==> config.mk <==
export PLATFORM = sky130hd
export DESIGN_NAME = ide_pio_bridge
export DESIGN_NICKNAME = d
export VERILOG_FILES = /design/src/rtl/ide_pio_pkg.sv /design/src/rtl/ide_pio_ctrl.sv /design/src/rtl/ide_pio_datapath.sv /design/src/rtl/ide_pio_bridge.sv
export SDC_FILE = /design/constraint.sdc
export NUM_CORES = 1
export LEC_CHECK = 0
export ABC_AREA = 1
export BUFFER_PORTS_ARGS = -buffer_cell sky130_fd_sc_hd__clkbuf_2
export CAP_MARGIN = 20
export CORE_MARGIN = 4
export CORE_UTILIZATION = 44
export DETAILED_ROUTE_END_ITERATION = 6
export GPL_TIMING_DRIVEN = 1
export PLACE_DENSITY = 0.76
export SLEW_MARGIN = 20
export SYNTH_ARGS = -nofsm -noshare
export SYNTH_HDL_FRONTEND = slang
export SYNTH_HIERARCHICAL = 1
export SYNTH_SLANG_ARGS = --single-unit
==> constraint.sdc <==
create_clock -name clk -period 3.9 [get_ports clk]
set_clock_uncertainty 0.1 [all_clocks]
set_input_delay 0.39 -clock clk [delete_from_list [all_inputs] [get_ports clk]]
set_output_delay 0.39 -clock clk [all_outputs]
set_load 0.03 [all_outputs]
==> src/rtl/ide_pio_pkg.sv <==
package ide_pio_pkg;
  localparam int REG_BITS = 3;

  typedef enum logic [1:0] {PIO_IDLE, PIO_ISSUE, PIO_WAIT} pioState_t;

  typedef struct packed {
    logic                launch;
    logic                launchRead;
    logic                launchWide;
    logic [REG_BITS-1:0] launchReg;
    logic                finish;
    logic                refuse;
  } pioStrobe_t;
endpackage

==> src/rtl/ide_pio_ctrl.sv <==
module ide_pio_ctrl
  import ide_pio_pkg::*;
#(
  parameter int          ADDR_W     = 16,
  parameter logic [15:0] DRIVE_BASE = 16'h31F0
) (
  input  logic              clk,
  input  logic              rstN,
  input  logic [ADDR_W-1:0] xAddr,
  input  logic              xWr,
  input  logic              xRd,
  input  logic              pioDone,
  output pioStrobe_t        st,
  output logic              driveHit,
  output logic              pioReq,
  output logic              pioComplete
);
  localparam logic [ADDR_W-1:0] BASE = DRIVE_BASE[ADDR_W-1:0];

  pioState_t state, stateNext;
  logic      access;

  assign driveHit    = (xAddr[ADDR_W-1:REG_BITS] == BASE[ADDR_W-1:REG_BITS]);
  assign access      = driveHit && (xWr || xRd);
  assign pioReq      = (state == PIO_ISSUE);
  assign pioComplete = (state == PIO_IDLE);

  always_comb begin
    st            = '0;
    st.launch     = access && (state == PIO_IDLE);
    st.launchRead = !xWr;
    st.launchWide = (xAddr[REG_BITS-1:0] == '0);
    st.launchReg  = xAddr[REG_BITS-1:0];
    st.finish     = (state == PIO_WAIT) && pioDone;
    st.refuse     = access && (state != PIO_IDLE);
  end

  always_comb begin
    stateNext = state;
    unique case (state)
      PIO_IDLE:  if (st.launch) stateNext = PIO_ISSUE;
      PIO_ISSUE: stateNext = PIO_WAIT;
      PIO_WAIT:  if (pioDone) stateNext = PIO_IDLE;
      default:   stateNext = PIO_IDLE;
    endcase
  end

  always_ff @(posedge clk) begin
    if (!rstN) state <= PIO_IDLE;
    else       state <= stateNext;
  end


  req_single_chk: assert property (@(posedge clk) disable iff (!rstN)
    pioReq |=> !pioReq);

  launch_req_chk: assert property (@(posedge clk) disable iff (!rstN)
    (access && pioComplete) |=> (pioReq && !pioComplete));

  busy_norq_chk: assert property (@(posedge clk) disable iff (!rstN)
    (access && !pioComplete) |=> !pioReq);

  done_complete_chk: assert property (@(posedge clk) disable iff (!rstN)
    (!pioComplete && !pioReq && pioDone) |=> pioComplete);
endmodule

==> src/rtl/ide_pio_datapath.sv <==
module ide_pio_datapath
  import ide_pio_pkg::*;
#(
  parameter int         BYTE_W   = 8,
  parameter int         SFR_W    = 8,
  parameter logic [7:0] SFR_HI   = 8'hDB,
  parameter logic [7:0] SFR_LO   = 8'hDC,
  parameter logic [7:0] SFR_CTRL = 8'hDD,
  parameter logic [7:0] SFR_IST  = 8'hDE
) (
  input  logic                clk,
  input  logic                rstN,
  input  pioStrobe_t          st,
  input  logic                driveHit,
  input  logic                pioComplete,
  input  logic                xRd,
  input  logic [BYTE_W-1:0]   xWrData,
  output logic [BYTE_W-1:0]   xRdData,
  input  logic [SFR_W-1:0]    sfrAddr,
  input  logic [BYTE_W-1:0]   sfrWrData,
  input  logic                sfrWr,
  output logic [BYTE_W-1:0]   sfrRdData,
  output logic                pioWrite,
  output logic                pioWide,
  output logic [REG_BITS-1:0] pioReg,
  output logic [2*BYTE_W-1:0] pioWrData,
  input  logic [2*BYTE_W-1:0] pioRdData,
  output logic                irq
);
  localparam int WORD_W = 2 * BYTE_W;
  localparam int BIT_COMPLETE = 0;
  localparam int BIT_ERROR    = 1;
  localparam int BIT_INTEN    = 2;
  localparam int BIT_INTST    = 0;

  logic [BYTE_W-1:0]   hiReg, loReg;
  logic                opRead, opWide;
  logic [REG_BITS-1:0] opReg;
  logic [WORD_W-1:0]   opWord;
  logic                errSticky, intStatus, intEn;
  logic                hiWrite, ctrlWrite, istWrite;

  assign hiWrite   = sfrWr && (sfrAddr == SFR_W'(SFR_HI));
  assign ctrlWrite = sfrWr && (sfrAddr == SFR_W'(SFR_CTRL));
  assign istWrite  = sfrWr && (sfrAddr == SFR_W'(SFR_IST));

  // launch latch: operation description held for the engine
  always_ff @(posedge clk) begin
    if (!rstN) begin
      opRead <= 1'b0;
      opWide <= 1'b0;
      opReg  <= '0;
      opWord <= '0;
    end else if (st.launch) begin
      opRead <= st.launchRead;
      opWide <= st.launchWide;
      opReg  <= st.launchReg;
      opWord <= st.launchWide ? {hiReg, xWrData} : {{BYTE_W{1'b0}}, xWrData};
    end
  end

  // holding registers
  always_ff @(posedge clk) begin
    if (!rstN) begin
      hiReg <= '0;
      loReg <= '0;
    end else begin
      if (st.finish && opRead) begin
        loReg <= pioRdData[BYTE_W-1:0];
        if (opWide) hiReg <= pioRdData[WORD_W-1:BYTE_W];
        else if (hiWrite) hiReg <= sfrWrData;
      end else if (hiWrite) begin
        hiReg <= sfrWrData;
      end
    end
  end

  // error, interrupt status and enable
  always_ff @(posedge clk) begin
    if (!rstN) begin
      errSticky <= 1'b0;
      intStatus <= 1'b0;
      intEn     <= 1'b0;
    end else begin
      if (st.refuse) errSticky <= 1'b1;
      else if (ctrlWrite && sfrWrData[BIT_ERROR]) errSticky <= 1'b0;
      if (st.finish) intStatus <= 1'b1;
      else if (istWrite && sfrWrData[BIT_INTST]) intStatus <= 1'b0;
      if (ctrlWrite) intEn <= sfrWrData[BIT_INTEN];
    end
  end

  always_comb begin
    sfrRdData = '0;
    if (sfrAddr == SFR_W'(SFR_HI)) sfrRdData = hiReg;
    else if (sfrAddr == SFR_W'(SFR_LO)) sfrRdData = loReg;
    else if (sfrAddr == SFR_W'(SFR_CTRL)) begin
      sfrRdData[BIT_COMPLETE] = pioComplete;
      sfrRdData[BIT_ERROR]    = errSticky;
      sfrRdData[BIT_INTEN]    = intEn;
    end else if (sfrAddr == SFR_W'(SFR_IST)) sfrRdData[BIT_INTST] = intStatus;
  end

  assign xRdData   = (xRd && driveHit) ? {BYTE_W{1'b1}} : {BYTE_W{1'b0}};
  assign pioWrite  = !opRead;
  assign pioWide   = opWide;
  assign pioReg    = opReg;
  assign pioWrData = opWord;
  assign irq       = intStatus && intEn;


  narrow_hi_hold_chk: assert property (@(posedge clk) disable iff (!rstN)
    (st.finish && opRead && !opWide && !hiWrite) |=> $stable(hiReg));

  wide_capture_chk: assert property (@(posedge clk) disable iff (!rstN)
    (st.finish && opRead && opWide) |=> (hiReg == $past(pioRdData[WORD_W-1:BYTE_W])));

  refuse_err_chk: assert property (@(posedge clk) disable iff (!rstN)
    st.refuse |=> errSticky);

  status_set_chk: assert property (@(posedge clk) disable iff (!rstN)
    st.finish |=> intStatus);
endmodule

==> src/rtl/ide_pio_bridge.sv <==
module ide_pio_bridge
  import ide_pio_pkg::*;
#(
  parameter int          ADDR_W     = 16,
  parameter int          BYTE_W     = 8,
  parameter int          SFR_W      = 8,
  parameter logic [15:0] DRIVE_BASE = 16'h31F0,
  parameter logic [7:0]  SFR_HI     = 8'hDB,
  parameter logic [7:0]  SFR_LO     = 8'hDC,
  parameter logic [7:0]  SFR_CTRL   = 8'hDD,
  parameter logic [7:0]  SFR_IST    = 8'hDE
) (
  input  logic                clk,
  input  logic                rstN,
  input  logic [ADDR_W-1:0]   xAddr,
  input  logic [BYTE_W-1:0]   xWrData,
  input  logic                xWr,
  input  logic                xRd,
  output logic [BYTE_W-1:0]   xRdData,
  input  logic [SFR_W-1:0]    sfrAddr,
  input  logic [BYTE_W-1:0]   sfrWrData,
  input  logic                sfrWr,
  output logic [BYTE_W-1:0]   sfrRdData,
  output logic                pioReq,
  output logic                pioWrite,
  output logic                pioWide,
  output logic [REG_BITS-1:0] pioReg,
  output logic [2*BYTE_W-1:0] pioWrData,
  input  logic                pioDone,
  input  logic [2*BYTE_W-1:0] pioRdData,
  output logic                irq
);
  pioStrobe_t st;
  logic       driveHit;
  logic       pioComplete;

  ide_pio_ctrl #(.ADDR_W(ADDR_W), .DRIVE_BASE(DRIVE_BASE)) ctrl (
    .clk(clk), .rstN(rstN), .xAddr(xAddr), .xWr(xWr), .xRd(xRd),
    .pioDone(pioDone), .st(st), .driveHit(driveHit),
    .pioReq(pioReq), .pioComplete(pioComplete)
  );

  ide_pio_datapath #(
    .BYTE_W(BYTE_W), .SFR_W(SFR_W), .SFR_HI(SFR_HI), .SFR_LO(SFR_LO),
    .SFR_CTRL(SFR_CTRL), .SFR_IST(SFR_IST)
  ) dpath (
    .clk(clk), .rstN(rstN), .st(st), .driveHit(driveHit),
    .pioComplete(pioComplete), .xRd(xRd), .xWrData(xWrData), .xRdData(xRdData),
    .sfrAddr(sfrAddr), .sfrWrData(sfrWrData), .sfrWr(sfrWr), .sfrRdData(sfrRdData),
    .pioWrite(pioWrite), .pioWide(pioWide), .pioReg(pioReg), .pioWrData(pioWrData),
    .pioRdData(pioRdData), .irq(irq)
  );
endmodule

### Word-level counts from Yosys, hierarchy flattened

Index checks and enable logic that the tools add are counted.

| word-level totals | value |
|---|---|
| flip-flop bits (word level) | 42 |
| input bits | 62 |
| output and inout port bits | 39 |
| logic and storage cells | 58 |

| cells by class | value |
|---|---|
| equal/unequal tests | 9 |
| muxes and demuxes | 18 |
| reduce and logical (&&, ||, !) cells | 21 |

Operators with widths:

| kind | number |
|---|---|
| 8-bit 2-to-1 mux | 5 |
| 8-bit == test, second input constant | 4 |
| 16-bit 2-to-1 mux | 1 |
| 13-bit by 11-bit == test with 1-bit output, second input constant | 1 |
| 1-bit logical AND | 12 |
| 1-bit 2-to-1 mux | 6 |
| 2-bit 2-to-1 mux | 3 |
| 2-bit one-hot mux with 3 select lines | 1 |
| 2-bit nonzero test | 3 |
| 5-bit 2-to-1 mux | 1 |
| 2-bit inequality test, second input constant | 2 |
| 3-bit logical NOT | 1 |
| 3-bit 2-to-1 mux | 1 |
| 2-bit by 1-bit == test with 1-bit output, second input constant | 1 |
| 2-bit == test, second input constant | 1 |
| 1-bit logical NOT | 2 |
| 2-bit logical NOT | 1 |
| 2-bit AND reduction | 1 |
| 1-bit logical OR | 1 |

### Logic depth before layout (Yosys ltp)

Gate-level depths: netlist (run 1).

| logic depth | value |
|---|---|
| word-level depth | 5 |
| mapped depth | 11 |

### Hierarchy

Netlist (run 1), hierarchy kept.

Modules (own cells, without submodules):

| module | times used | cells an instance | area an instance (µm²) | sequential area each (µm²) |
|---|---|---|---|---|
| ide_pio_datapath | 1 | 272 | 1896.8 | 800.8 |
| ide_pio_ctrl | 1 | 37 | 235.2 | 40.0 |

### Least setup slack after synthesis (run 1)

OpenSTA, ideal clock, no wires.

| path | value |
|---|---|
| path kind | input-to-output |
| from | in xAddr[14] |
| to | out xRdData[1] |
| data arrival time | 1.375 ns |
| required time | 3.410 ns |
| path slack | 2.035 ns |
| stages | 5 |
| path buffers | 1 |
| cell sequence | nand3b_4 -> nor4_1 -> nand2_1 -> inv_1 -> buf_4 |

| on the way | value |
|---|---|
| word-level cells in the longest chain between the ends | 3 |

RTL lines:

| what | line | RTL |
|---|---|---|
| from (decl) | ide_pio_bridge.sv:15 | `input logic [ADDR_W-1:0] xAddr,` |
| 13-bit by 11-bit == test with 1-bit output | ide_pio_ctrl.sv:23 | `assign driveHit = (xAddr[ADDR_W-1:REG_BITS] == BASE[ADDR_W-1:REG_BITS]);` |
| net driveHit | ide_pio_bridge.sv:34 | `logic driveHit;` |
| 1-bit logical AND | ide_pio_datapath.sv:104 | `assign xRdData = (xRd && driveHit) ? {BYTE_W{1'b1}} : {BYTE_W{1'b0}};` |
| 8-bit 2-to-1 mux | ide_pio_datapath.sv:104 |  |
| to (decl) | ide_pio_bridge.sv:19 | `output logic [BYTE_W-1:0] xRdData,` |

The timed path passes the listed nets, and every way through them passes these cells.

### Worst setup path after layout (run 1)

| path | value |
|---|---|
| from | in sfrAddr[5] |
| to | out sfrRdData[6] |

| on the way | value |
|---|---|
| word-level cells in the longest chain between the ends | 3 |

RTL lines:

| what | line | RTL |
|---|---|---|
| from (decl) | ide_pio_bridge.sv:20 | `input logic [SFR_W-1:0] sfrAddr,` |
| 8-bit == test | ide_pio_datapath.sv:96 | `else if (sfrAddr == SFR_W'(SFR_LO)) sfrRdData = loReg;` |
| 5-bit 2-to-1 mux | ide_pio_datapath.sv:96 |  |
| 8-bit 2-to-1 mux * | ide_pio_datapath.sv:95 | `if (sfrAddr == SFR_W'(SFR_HI)) sfrRdData = hiReg;` |
| to (decl) | ide_pio_bridge.sv:23 | `output logic [BYTE_W-1:0] sfrRdData,` |

Every way passes the cells marked *; elsewhere a longest branch is shown, timed or not.

==> results by group, run 1 <==
Worst setup path
  – Crit path kind: input port to output pin
  – Crit. End Element: output pin
  – Setup crit start: sfrAddr[5]
  – R2r startpoint: ctrl/state[0]$_SDFFE_PN0P_
  – Crit start category: input port
  – CP required: about 3400 ps
  – CP arrival: 1800 ps
  – CP Max Fanout: 26

Global route
  – GR Util All Layers: between 10% and 20%
  – Vias in the first global route: just under 2k
  – Antenna violations before repair: 0
  – Largest net degree at the start of global routing: 27
  – Total gr overflow: 0
  – Global-route wire length before repair: roughly 9000 µm

Pwr
  – Logic pwr share: 7.5%
  – Clock power frac: about two fifths
  – Power per cell area: ~310 nW/µm²
  – Overall Power: 0.8291 mW
  – Power Internal: around 0.65 mW
  – Sw power: approximately 0.18 mW
  – Maximum vdd drop: ~0.19 mV
  – Sequential power share: 51.7%
  – P_leak: 1.400 nW
  – Switching portion of total power: between 20% and 30%

CTS
  – CTS tree: done
  – # resized after CTS: 0
  – Hold Buf Count CTS: 0
  – Total CTS buffers: 5
  – Worst-skew pair later-pin latency: around 300 ps
  – # Post-CTS Setup Buffers: 0
  – CTS Sinks: 42
  – H-tree levels: 2
  – Clock transition at the registers of the reported paths: around 80 ps
  – CTS root buffer: clkbuf_8
  – CTS max path bufs: 2

Synth
  – Net Count, Synth: 371
  – Post-synth top area share: around two fifths
  – Top cells by area, synth: dfxtp_1, nor2_1, nand2_1, nand3_1, inv_1
  – Seq cells post-synth: 42
  – Simple-gate area share of the yosys netlist: between 30% and 40%
  – Syn Area/Cell: 6.900 µm²
  – Seq/Total Area, Yosys: approximately 40%
  – Mux share of post-synthesis cell area: 0%
  – Count of cell types in the netlist: 29
  – Post-Synth XOR/XNOR Area: 0%
  – Mapped Cells: a little over 300
  – Adder-Cell Fraction of Synth Area: 0%
  – Compound-gate portion of the synthesized area: 8.333%
  – Post-synth top area cell: dfxtp_1
  – Main combinational cell family by area after synthesis: simple AND/OR/NAND/NOR gates
  – Netlist Area Pre-Place: 2132 µm²
  – YS warnings: 6

Detailed routing
  – Wirelength, routed: roughly 5500 µm
  – Post-route DRC: 0
  – Routed vias: about 2.2k
  – TritonRoute pass-1 iters: 4
  – Wire length per cell: roughly 12 µm
  – Final ANT Viol Nets: 0
  – DR vias/cell: 4.759
  – Drt initial violations: 108

Floorplan
  – Die Area: 6023 µm²
  – Initial Util: 45.14%
  – Io pins: 101
  – Die span in x: a little under 80 µm
  – Die height: 77.61 µm
  – Core area: roughly 4700 µm²
  – Rows: 25

Timing
  – Slew @ Worst Pin: ~910 ps
  – Fmax: between 0.4 and 0.5 GHz
  – Min Tclk post-route: roughly 2300 ps
  – Final hold vios: 0
  – Setup violations, final: 0
  – Final setup TNS: 0 ps
  – Normalized max-slew margin: just under 40%
  – Unrepaired setup endpoints after global routing: no
  – Fin crit share: 58.77%
  – Final Slew Violations: 0

Finish
  – Post-route insts no fill: 460
  – Share of layout cells above drive strength 1: between 30% and 40%
  – Nets: 454
  – Filler cells: approximately 480
  – Antenna cells: 0
  – Most frequent cells in the layout: clkbuf_2, nor2_1, nand2_1
  – Most common cell after layout, fill and taps aside: clkbuf_2
  – Final non-filler cell area: about 2700 µm²
  – Area delta synth->final: 25.06%

Placed design
  – DP Wirelength: 4270 µm
  – Cells after DPL: around 450
  – Post-DP Area: between 2000 and 3000 µm²
  – Port-buffer cells: 100
  – GPL Wtd Cong: between 0.8 and 0.9

Min path
  – HP Class: input port to register
  – Hold Crit Start: xWrData[0]

Flow run
  – Total of max-cap violations: 0

Outcome
  – Outcome: finished, final reports clean
==> worst max-delay path, stage by stage <==
cell      delay, ps
clkbuf_2         80
inv_1            40
nand2_1          70
nor2_4          440
and2_1          370
nand3_1         120
nand2_1          90
clkbuf_2        200
==> sequential cells by signal (all words and copies together), names as in the netlist <==
name / flops
dpath/pioWrData: 16
dpath/hiReg: 8
dpath/loReg: 8
dpath/pioReg: 3
ctrl/state: 2
dpath/errSticky: 1
dpath/intEn: 1
dpath/intStatus: 1
dpath/opRead: 1
dpath/pioWide: 1
==> final timing paths <==
check | endpoint | slack (ps) | depth (start not counted)
max reg2reg | dpath/opRead$_SDFFE_PN0P_ | 1840 | 6
min | dpath/pioWrData[0]$_SDFFE_PN0P_ | 210 | 3
max | sfrRdData[6] | 1610 | 8
min reg2reg | dpath/pioWrData[11]$_SDFFE_PN0P_ | 370 | 2
==> cell type report <==
| cell class | count | area [µm²] | area share, % |
|---|---|---|---|
| multi-input combinational | 212 | 1018 | 38.20 |
| sequential | 42 | 840.8 | 31.53 |
| timing repair buffer | 100 | 500.5 | 18.77 |
| inverter | 31 | 116.4 | 4.364 |
| tap | 67 | 83.83 | 3.144 |
| clock buffer | 7 | 76.32 | 2.863 |
| clock inverter | 1 | 30.03 | 1.126 |
==> power by group through the flow <==
stage          clock network [mW]  registers (mW)  logic (mW)
2_1_floorplan                   0           0.439      0.0297
3_3_place_gp                    0           0.439      0.0621
3_5_place_dp                    0           0.439      0.0625
4_1_cts                     0.346           0.429      0.0629
5_1_grt                     0.369           0.429      0.0704
6_report                    0.338           0.429      0.0625
==> Yosys cell counts (all sizes together) <==
cell type   n
nor2       68
nand2      55
dfxtp      42
nand3      35
inv        30
o21ai      21
buf        17
a21oi      13
nand4      11
clkbuf      7
nor3        3
nand3b      2
and2        1
clkinv      1
nor4        1
o21a        1
or2         1
==> layer usage <==
layer	vias to the layer above	track usage, %	routed length, µm
met1	975	22.73	2377
li1	1141	-	-
met2	65	30.14	2662
met5	-	0	0
met4	0	6.762	89
met3	8	5.568	329
==> cells by family (layout without fill, tap and decap cells) <==
| group | Yosys count | count (layout) |
|---|---|---|
| AND/OR/NAND/NOR | 177 | 177 |
| buffers and inverters | 55 | 139 |
| AO/OA/AOI/OAI | 35 | 35 |
| flip-flops | 42 | 42 |
==> stage by stage <==
stage	setup slack, ps	hold slack [ps]	utilization [%]
floorplan	2035	336.6	-
global placement	1582	354.5	54.20
detailed placement	1531	359.4	54.20
CTS	1604	208.9	56.45
global route	1452	222.9	56.45
finish	1608	214.4	56.45
(Power assumes the default switching activity.)
==> run 2, diff against run 1 <==
==> constraint.sdc (replaced) <==
create_clock -name clk -period 2.4 [get_ports clk]
set_clock_uncertainty 0.1 [all_clocks]
set_input_delay 0.24 -clock clk [delete_from_list [all_inputs] [get_ports clk]]
set_output_delay 0.24 -clock clk [all_outputs]
set_load 0.03 [all_outputs]
==> run 2 against run 1 <==
  * Die area did not move
  * Largest cell class unchanged
  * Largest power group unchanged
  * Sequential power grew 62%
  * Via count about the same
  * Final cell count rose by 0.87%
==> results by group, run 2 (same netlist as run 1, synthesis figures left out) <==
Worst setup path
  – CP max-delay cell: dfxtp_1
  – CP dominant cell by count: nor2_1
  – Worst reg2reg path depth: 9
  – Critical Path, Cell by Cell: nand2_1, nor2_1, nand2_2, nor2_1, inv_1, nor2_1, nor2_1, nand2_1, inv_1
  – Crit. End Element: register
  – Top delay family on crit path: simple AND/OR/NAND/NOR gates
  – R2r startpoint: ctrl/state[1]$_SDFFE_PN0P_
  – Worst Path Buf+Inv: 2
  – Largest stage delay, worst path: about 400 ps
  – CP arrival: roughly 1800 ps
  – CP Max Fanout: 16
  – R2R setup slack: between 600 and 700 ps
  – Crit start category: register
  – CP required: between 2000 and 2500 ps
  – Crit path kind: register to register
  – Stages on the worst setup path: 9
  – Reg-to-Reg End: dpath/hiReg[3]$_SDFF_PN0_

Finish
  – Filler cells: 475
  – Antenna cells: 0
  – Most common cell after layout, fill and taps aside: clkbuf_2
  – Max reg flops: 16
  – Total area of sequential cells: about 840 µm²
  – Share of layout cells above drive strength 1: approximately a third
  – Multi-input gate area: 1018 µm²
  – Final non-filler cell area: 2681 µm²
  – Area delta synth->final: 25.76%
  – Most frequent cells in the layout: clkbuf_2, nor2_1, nand2_1
  – Nets: between 400 and 500
  – Core Util, Final: roughly 57%

CTS
  – CTS root buffer: clkbuf_8
  – Hold Buf Count CTS: 0
  – Total CTS buffers: 5
  – Clock transition at the registers of the reported paths: ~80 ps
  – Worst-skew pair later-pin latency: around 280 ps
  – # Post-CTS Setup Buffers: 0
  – CTS max path bufs: 2
  – CTS Sinks: 42
  – CTS tree: done
  – H-tree levels: 2
  – # resized after CTS: 0

Pwr
  – Maximum vdd drop: about 0.38 mV
  – P_leak: roughly 1.4 nW
  – Power per cell area: approximately 470 nW/µm²
  – Overall Power: 1.259 mW

Global route
  – Grt met1 use: between 20% and 30%
  – Vias in the first global route: about 2.1k
  – GR peak layer: met2
  – Global-route wire length before repair: ~9100 µm
  – Met3 Resource Use GR: under 10%
  – M2 GR Usage: 32.28%
  – Largest net degree at the start of global routing: 26
  – Total gr overflow: 0
  – GR Util All Layers: 18.48%
  – Antenna violations before repair: 0

Detailed routing
  – Wirelength, routed: ~5500 µm
  – Post-route DRC: 0
  – Drt initial violations: 122
  – Final ANT Viol Nets: 0
  – Routed vias: 2190
  – DR vias/cell: roughly 4.7
  – Wire length per cell: 11.89 µm
  – TritonRoute pass-1 iters: 4

Placed design
  – Port-buffer cells: 100
  – Post-DP Area: about 2600 µm²
  – GPL Wtd Cong: roughly 0.83
  – DP Wirelength: around 4300 µm

Floorplan
  – Io pins: around 100
  – Initial Util: around 45%
  – Die span in x: around 78 µm
  – Core area: about 4700 µm²
  – Die Area: between 6000 and 7000 µm²
  – Die height: between 70 and 80 µm
  – Rows: 25

Flow run
  – Total of max-cap violations: 0

Timing
  – Setup violations, final: 0
  – Final Slew Violations: 0
  – Min Tclk post-route: 1707 ps
  – Fmax: between 0.5 and 0.6 GHz
  – Final hold slack: 77.28 ps
  – Final setup TNS: 0 ps
  – Normalized max-slew margin: a little under three fifths
  – Fin crit share: between 70% and 80%
  – Unrepaired setup endpoints after global routing: no
  – Final hold vios: 0
  – Slew @ Worst Pin: ~650 ps

Min path
  – Hold Path Depth: 3
  – Hold Crit Start: xWrData[5]
  – HP Class: input port to register
  – WHS Endpoint: dpath/pioWrData[5]$_SDFFE_PN0P_

Outcome
  – Outcome: finished, final reports clean
-- run 2: changes by cell type in the layout (fill, tap and decap cells not counted) --
cell / change
buf_4: +4
bufinv_16: -1
clkbuf_8: +1
clkinv_2: +1
clkbuf_1: -1
-- run 2: how the worst max path moves through the flow --
stage / slack, ps / end / startpoint
after floorplan: 840 / xRdData[1] / xAddr[14]
after global placement: 730 / dpath/hiReg[4]$_SDFF_PN0_ / ctrl/state[1]$_SDFFE_PN0P_
after detailed placement: 690 / dpath/opRead$_SDFFE_PN0P_ / xAddr[10]
after CTS: 700 / dpath/hiReg[4]$_SDFF_PN0_ / ctrl/state[1]$_SDFFE_PN0P_
after global routing: 500 / dpath/hiReg[3]$_SDFF_PN0_ / ctrl/state[1]$_SDFFE_PN0P_
final: 690 / dpath/hiReg[3]$_SDFF_PN0_ / ctrl/state[1]$_SDFFE_PN0P_
-- run 2: layout make-up --
type                       instances  share of cell area (%)
clock buffer                       7                   3.220
clock inverter                     1                  0.1867
inverter                          31                   4.340
multi-input combinational        212                   37.98
sequential                        42                   31.36
tap                               67                   3.126
timing repair buffer             104                   19.79
-- run 2: worst min-delay path, delay by kind of cell --
family | cells | cell delay (ps)
buf+inv | 1 | 80
simple gates | 2 | 110
-- run 2: stage by stage --
step / cells / setup WS, ps
6_report: 464 / 692.6
5_1_grt: 464 / 497.3
2_1_floorplan: 309 / 835.5
4_1_cts: 464 / 697.8
3_5_place_dp: 456 / 688.3
3_3_place_gp: 456 / 726.5
-- run 2: power breakdown --
part | total (mW) | switching, mW | internal (mW)
logic | 0.105 | 0.0551 | 0.0499
clock network | 0.457 | 0.225 | 0.232
registers | 0.697 | 0.000228 | 0.696
-- run 2: layer usage --
metal,vias to the layer above,routed length [µm],share of wire (%)
li1,1151,-,-
met1,953,2282,41
met2,77,2805,51
met3,9,338,6.1
met4,0,89,1.6
met5,-,0,0
==> run 3, diff against run 2 <==
==> constraint.sdc (replaced) <==
create_clock -name clk -period 1.75 [get_ports clk]
set_clock_uncertainty 0.1 [all_clocks]
set_input_delay 0.175 -clock clk [delete_from_list [all_inputs] [get_ports clk]]
set_output_delay 0.175 -clock clk [all_outputs]
set_load 0.03 [all_outputs]
==> run 3 against run 2 <==
  * Flip-flop and latch count unchanged
  * Global-route usage up 0.34 points
  * Worst hold slack got worse by 68 ps
  * Count of clock-buffer cells in the layout is 2 lower
  * First-iteration DRC count up 11%
  * Routed wire length fell by 1.3%
  * Setup slack got worse by 500 ps
  * Fmax rose by 9.9%
  * Sequential power is 37% higher
  * Combinational power up 38%
  * Design area grew 0.19%
==> results by group, run 3 (same netlist as run 1, synthesis figures left out) <==
CTS
  – H-tree levels: 2
  – Clock transition at the registers of the reported paths: 80 ps
  – Total CTS buffers: 5
  – CTS max path bufs: 2
  – Worst-skew pair later-pin latency: around 290 ps
  – CTS tree: done
  – CTS Sinks: 42
  – CTS root buffer: clkbuf_8

Timing
  – Fin crit share: approximately nine tenths
  – Normalized max-slew margin: between 50% and 60%
  – Slew @ Worst Pin: ~630 ps
  – Min Tclk post-route: 1553 ps
  – Final setup TNS: 0 ps
  – Final hold slack: 9.100 ps
  – Final Slew Violations: 0
  – Final hold vios: 0
  – Fmax: approximately 0.64 GHz
  – Setup violations, final: 0
  – Unrepaired setup endpoints after global routing: no

Worst setup path
  – CP arrival: roughly 1700 ps
  – Crit. End Element: register
  – Setup crit start: ctrl/state[1]$_SDFFE_PN0P_
  – R2R setup slack: between 150 and 200 ps
  – Worst Path Buf+Inv: 2
  – Worst reg2reg path depth: 6
  – CP Max Fanout: 22
  – CP required: between 1500 and 2000 ps
  – CP dominant cell by count: inv_1
  – CP max-delay cell: inv_1
  – Reg-to-Reg End: dpath/pioWrData[13]$_SDFFE_PN0P_
  – Crit path kind: register to register
  – Stages on the worst setup path: 6
  – End of the critical path: dpath/pioWrData[13]$_SDFFE_PN0P_
  – Crit start category: register
  – Top delay family on crit path: buffers and inverters
  – Critical Path, Cell by Cell: nor2_4, nand4_2, inv_1, inv_1, nand2_1, a21oi_1
  – Largest stage delay, worst path: roughly 460 ps
  – R2r startpoint: ctrl/state[1]$_SDFFE_PN0P_

Placed design
  – Port-buffer cells: 100
  – GPL Wtd Cong: approximately 0.85
  – DP Wirelength: between 4000 and 5000 µm
  – Cells after DPL: about 460

Finish
  – Antenna cells: 0
  – Nets: 460
  – Max reg flops: 16
  – Filler cells: ~480
  – Area delta synth->final: 26.00%
  – Most common cell after layout, fill and taps aside: clkbuf_2
  – Share of layout cells above drive strength 1: between 30% and 40%
  – Post-route insts no fill: 465
  – Core Util, Final: 56.87%
  – Most frequent cells in the layout: clkbuf_2, nor2_1, nand2_1

Detailed routing
  – DR vias/cell: about 4.8
  – Post-route DRC: 0
  – Routed vias: 2210
  – Drt initial violations: ~140
  – Wire length per cell: ~12 µm
  – TritonRoute pass-1 iters: 4
  – Final ANT Viol Nets: 0
  – Wirelength, routed: roughly 5400 µm

Global route
  – GR Util All Layers: about a fifth
  – Largest net degree at the start of global routing: 26
  – Global-route wire length before repair: roughly 9100 µm
  – Antenna violations before repair: 0
  – Vias in the first global route: between 2k and 2.5k
  – Total gr overflow: 0

Pwr
  – Power Internal: roughly 1.3 mW
  – Sw power: 0.3889 mW
  – Logic pwr share: 8.6%
  – Power per cell area: around 630 nW/µm²
  – Maximum vdd drop: roughly 0.45 mV
  – Clock power frac: roughly 35%
  – P_leak: 1.421 nW
  – Switching portion of total power: a little under a quarter
  – Sequential power share: between 50% and 60%

Floorplan
  – Rows: 25
  – Io pins: just over 100
  – Die Area: ~6000 µm²
  – Core area: 4723 µm²
  – Initial Util: between 40 and 50%
  – Die span in x: approximately 78 µm
  – Die height: approximately 78 µm

Flow run
  – Total of max-cap violations: 0

Min path
  – HP Class: input port to register
  – Hold Path Depth: 3

Outcome
  – Outcome: finished, final reports clean
==> run 3: changes by cell type in the layout (fill, tap and decap cells not counted), sizes merged <==
cell         before  now
buf               4    5
clkbuf          107  105
clkinv            2    3
dlygate4sd3       0    1
==> run 3: area by class of cell <==
type / instances / area (µm²) / share of cell area [%]
multi-input cells: 212 / 1018 / 37.91
inverters: 31 / 116.4 / 4.332
well taps: 67 / 83.83 / 3.121
clock inverters: 2 / 10.01 / 0.3726
flip-flops and latches: 42 / 840.8 / 31.30
repair buffers: 106 / 548.0 / 20.40
clock buffers: 5 / 68.82 / 2.562
==> run 3: power by group through the flow <==
| stage | registers [mW] | clock network [mW] | logic, mW |
|---|---|---|---|
| 6_report | 0.955 | 0.581 | 0.145 |
| 5_1_grt | 0.955 | 0.643 | 0.164 |
| 4_1_cts | 0.955 | 0.602 | 0.146 |
| 3_5_place_dp | 0.978 | 0 | 0.144 |
| 3_3_place_gp | 0.978 | 0 | 0.142 |
| 2_1_floorplan | 0.978 | 0 | 0.0662 |
==> run 3: tightest hold or removal path: stages <==
cell      delay [ps]
clkbuf_2          80
nor2_1            30
nor2_1            80
==> run 3: what timing repair did <==
item | in CTS | in global routing
endpoints found under the setup margin | 0 | 8
setup buffers | 0 | 0
endpoints found under the hold margin | 1 | 0
resized for setup | 0 | 1
hold buffers | 1 | 0
==> run 3: per-stage QoR <==
step	setup WS, ps	total power [mW]	cell area, µm²
after detailed placement	113.8	1.121	2597
after floorplan	295.6	1.044	2132
after CTS	98.84	1.704	2686
final	196.8	1.681	2686
after global placement	133.2	1.120	2597
after global routing	20.02	1.762	2686
==> run 3: worst min path at each step <==
stage,endpoint,start
final,dpath/pioWrData[1]$_SDFFE_PN0P_,xWrData[1]
after floorplan,ctrl/state[1]$_SDFFE_PN0P_,rstN
after global placement,dpath/pioWrData[0]$_SDFFE_PN0P_,xWrData[0]
after detailed placement,dpath/pioWrData[7]$_SDFFE_PN0P_,xWrData[7]
after global routing,dpath/pioReg[1]$_SDFFE_PN0P_,xAddr[1]
after CTS,dpath/pioWrData[4]$_SDFFE_PN0P_,xWrData[4]
==> run 3: routing by layer <==
| metal | wire, µm | vias to the layer above | global-route usage (%) |
|---|---|---|---|
| met5 | 0 | - | 0 |
| met4 | 44 | 0 | 5.338 |
| met3 | 360 | 5 | 4.756 |
| met2 | 2737 | 71 | 32.28 |
| met1 | 2303 | 981 | 23.15 |
| li1 | - | 1153 | - |
